**src/rtl/ring_rx_stats.sv**
```systemverilog
module ring_rx_stats #(
  parameter int FRM_W = 16,
  parameter int ERR_W = 8
) (
  input  logic        clk,
  input  logic        rst_n,
  input  logic        sd_i,
  input  logic        token_i,
  input  logic        sa_done_i,
  input  logic        byte_i,
  input  logic        ed_i,
  input  logic        abort_i,
  input  logic        dup_drop_i,
  input  logic        fmt_drop_i,
  input  logic        rd_i,
  input  logic [1:0]  sel_i,
  output logic [15:0] rdata_o
);
  localparam logic [ERR_W-1:0] ERR_MAX = '1;

  logic [FRM_W-1:0] frm_cnt;
  logic [31:0]      byte_cnt;
  logic [15:0]      lo_hold;
  logic             cnt_en;
  logic             hi_pend;
  logic [ERR_W-1:0] dup_cnt;
  logic [ERR_W-1:0] fmt_cnt;

  wire rd_data = rd_i && (sel_i == 2'd1);
  wire rd_err  = rd_i && (sel_i == 2'd2);

  always_ff @(posedge clk) begin
    if (!rst_n) frm_cnt <= '0;
    else if (sd_i && token_i) frm_cnt <= frm_cnt + 1'b1;
  end

  always_ff @(posedge clk) begin
    if (!rst_n) begin
      byte_cnt <= '0;
      cnt_en   <= 1'b0;
    end else if (sa_done_i) begin
      byte_cnt <= '0;
      cnt_en   <= 1'b1;
    end else if (ed_i || abort_i) begin
      cnt_en   <= 1'b0;
    end else if (byte_i && cnt_en) begin
      byte_cnt <= byte_cnt + 1'b1;
    end
  end

  always_ff @(posedge clk) begin
    if (!rst_n) begin
      hi_pend <= 1'b0;
      lo_hold <= '0;
    end else if (rd_data) begin
      hi_pend <= !hi_pend;
      if (!hi_pend) lo_hold <= byte_cnt[15:0];
    end else if (rd_i) begin
      hi_pend <= 1'b0;
    end
  end

  always_ff @(posedge clk) begin
    if (!rst_n) begin
      dup_cnt <= '0;
      fmt_cnt <= '0;
    end else if (rd_err) begin
      dup_cnt <= ERR_W'(dup_drop_i);
      fmt_cnt <= ERR_W'(fmt_drop_i);
    end else begin
      if (dup_drop_i && dup_cnt != ERR_MAX) dup_cnt <= dup_cnt + 1'b1;
      if (fmt_drop_i && fmt_cnt != ERR_MAX) fmt_cnt <= fmt_cnt + 1'b1;
    end
  end

  always_comb begin
    case (sel_i)
      2'd0:    rdata_o = 16'(frm_cnt);
      2'd1:    rdata_o = hi_pend ? lo_hold : byte_cnt[31:16];
      2'd2:    rdata_o = 16'({dup_cnt, fmt_cnt});
      default: rdata_o = '0;
    endcase
  end
endmodule


```
**config.mk**
```make
export PLATFORM = sky130hd
export DESIGN_NAME = ring_rx_stats
export DESIGN_NICKNAME = d
export VERILOG_FILES = /design/src/rtl/ring_rx_stats.sv
export SDC_FILE = /design/constraint.sdc
export NUM_CORES = 1
export LEC_CHECK = 0
export ABC_AREA = 1
export BUFFER_PORTS_ARGS = -buffer_cell sky130_fd_sc_hd__buf_2
export CORE_MARGIN = 3
export CORE_UTILIZATION = 55
export DETAILED_ROUTE_END_ITERATION = 6
export PLACE_DENSITY = 0.82
export SYNTH_ARGS = -nofsm -noshare
export SYNTH_HDL_FRONTEND = slang
export SYNTH_SLANG_ARGS = --single-unit
export TNS_END_PERCENT = 30
```
**constraint.sdc**
```tcl
create_clock -name clk -period 2 [get_ports clk]
set_input_delay 0.3 -clock clk [delete_from_list [all_inputs] [get_ports clk]]
set_output_delay 0.3 -clock clk [all_outputs]
set_load 0.03 [all_outputs]
```
==> impl_results.md <==
- Status: finished, final reports clean
- GRT Residual Overflow: 0
- RSZ-0062 raised after global routing: false
- Post-synth EDFFs: 0
- Routability congestion estimate: 0.920
- Antenna violations before repair: 0
- Vias in the first global route: 4261
- Non-Filler Instances: 850
- Setup crit start: hi_pend
- Deepest clock path buffer count: 2
- IO Port Bufs: 28
- Post-Syn Nets: 730
- Slew headroom: 0.633
- Nets: 760
- TritonCTS Sinks: 82
- Drt total wl: 12.2 mm
- VDD IR-drop max: 0.000392 V
- CP max stage cell: dfxtp_1
- CTS resizes: 0
- Yosys top cell by area: dfxtp_1
- Worst slew pin tran: 0.549 ns
- Post-place setup slack: around 0.23 ns
- Synthesized netlist cell count: approximately 700
- MaxCap Viol Count: 0
- Die Y: about 97 um
- Num rows: 32
- Ys Warns: 0
- Setup_tns: 0 ns
- Share of the synthesized area in the top cell type: 0.363
- DRT iter0 DRCs: roughly 380
- Worst Hold Launch: sa_done_i
- Power per Cell Area: between 600 and 700 nW/um^2
- Setup violators final: 0
- # DRC: 0
- Area growth, synth to finish: 10.4%
- Max H-tree Level: 3
- Fraction of registers with async set/reset: 0
- Clock-pin slew on the worst setup and hold paths: 0.09 ns
- Num ports: 29
- Final worst slack: 0.123 ns
- Leak: between 0.0015 and 0.002 uW
- Fin. Hold Viols: 0
- Synth area leaders: dfxtp_1 (36%), nand2_1 (15%), inv_1 (8.2%)
- Chip Width: ~97 um
- Cell area after placement: 4780 sq um
- Max Clk Rate: 0.533 GHz
- GRT Util Overall: 0.260
- Starting density of the core: 0.577
- Fin crit share: 0.939
- Largest net degree at the start of global routing: 33
- Layout cells sized above 1: 0.100
- Drt via density: about 5.5
- Crit path time final: 1.88 ns
- Top FF cell, synth: dfxtp_1
- Syn_area_per_cell: approximately 6.4 sq um
- Worst setup SP type: flop
- Detailed Routing Iterations Pass 1: 5
- Post-synth cell types: 31
- DR WL/cell: between 10 and 15 um
- Setup bufs post-CTS: 0
- CTS Hold Buffers Added: 0
- HPWL Detailed: 9.20 mm
- Full die area: 9360 sq um
- Num CTS Buffers: 9
- Reg-to-reg startpoint: hi_pend
- Vias: around 4700
- Detail Route Antenna Nets: 0
- Sequential area share after synthesis: 0.363
- Placed insts: 834
- Cells along the critical path: inv_1 -> buf_4 -> a21oi_1 -> o21ai_0 -> o211ai_1 -> buf_2
- Worst skew pair latency: approximately 0.36 ns
- Mapped Area: 4530 sq um
- CORE AREA: 7850 sq um
- Yosys reg bits: 82
- Critical Path Max Stage Delay: 0.36 ns
- Final Skew: 0.0155 ns
- Max-slew violations: 0
- Final Cell Area: 5000 sq um
- Final hold slack: 0.164 ns
- CP Class: flop to primary output
- Critical path arrival: 1.58 ns
- Crit. End Element: primary output
- Commonest non-fill, non-tap cell in the layout: nand2_1
- CP required: 1.70 ns
- First-pass GRT wire length: 20.2 mm
- Most frequent cells in the layout: nand2_1 (175), inv_1 (99), nor2_1 (95)
- Crit path max fanout: 32
- CTS tree: done
- Diodes inserted: 0
- Tightest Hold Check Type: primary input to flop
- Root buf cell: clkbuf_8
-- where the power goes --
part | total (uW) | internal [uW] | leakage [uW] | switching (uW)
Sequential | 1690 | 1660 | 0.000664 | 26.1
Clock | 1340 | 700 | 0.000105 | 636
Combinational | 207 | 62.6 | 0.00112 | 144
-- kinds of logic (layout without fill, tap and decap cells) --
group                    Yosys count  after routing  synth area share
AO/OA/AOI/OAI                    132            132             0.154
XOR/XNOR                           7              7            0.0135
multiplexers                       1              1           0.00221
AND/OR/NAND/NOR                  369            369             0.357
buffers and inverters            118            153            0.0995
flip-flops                        82             82             0.363
adder cells (fa/ha/maj)            4              4            0.0111
-- synthesized netlist by cell type (all sizes together), types with 4 or more instances --
library cell / count
xor2: 6
o211ai: 13
nand4: 17
ha: 4
nor3: 16
inv: 101
a21oi: 60
nor2: 107
clkbuf: 11
nand2: 179
nand3: 47
dfxtp: 82
buf: 5
o21ai: 57
-- state kept, by name (all words and copies together), names as in the netlist --
name,cells
dup_cnt,8
hi_pend,1
byte_cnt,32
lo_hold,16
cnt_en,1
frm_cnt,16
fmt_cnt,8
-- path summary, 6_finish.rpt --
path | end | slack, ns | cells past startpoint
max | rdata_o[0] | 0.12 | 6
min | cnt_en | 0.16 | 3
max reg2reg | lo_hold[6] | 0.33 | 7
min reg2reg | dup_cnt[3] | 0.49 | 2
-- metal layers --
layer	wire length, um	vias up	global-route usage
li1	-	2366	-
met1	5350	2103	0.348
met2	5660	162	0.420
met3	759	27	0.0447
met4	389	0	0.0994
met5	0	-	0
-- layout make-up --
| cell class | instances | area [sq um] |
|---|---|---|
| repair buffers | 35 | 195 |
| clock inverters | 7 | 93.8 |
| multi-input cells | 513 | 2440 |
| clock buffers | 9 | 124 |
| flip-flops and latches | 82 | 1640 |
| fillers | 735 | 2850 |
| well taps | 102 | 128 |
| inverters | 102 | 383 |
-- through the flow --
| stage | util | total power, uW |
|---|---|---|
| after detailed placement | 0.609 | 1930 |
| after global routing | 0.637 | 3330 |
| after global placement | 0.609 | 1920 |
| after CTS | 0.637 | 3230 |
| final | 0.637 | 3230 |
| after floorplan | - | 1850 |
-- worst max-delay path: cells and delay by family (launching register included) --
kind                   cells  cell delay (ns)
buffers and inverters      3             0.49
AO/OA/AOI/OAI              3             0.37
flip-flops                 1             0.36
(Power assumes the default switching activity.)
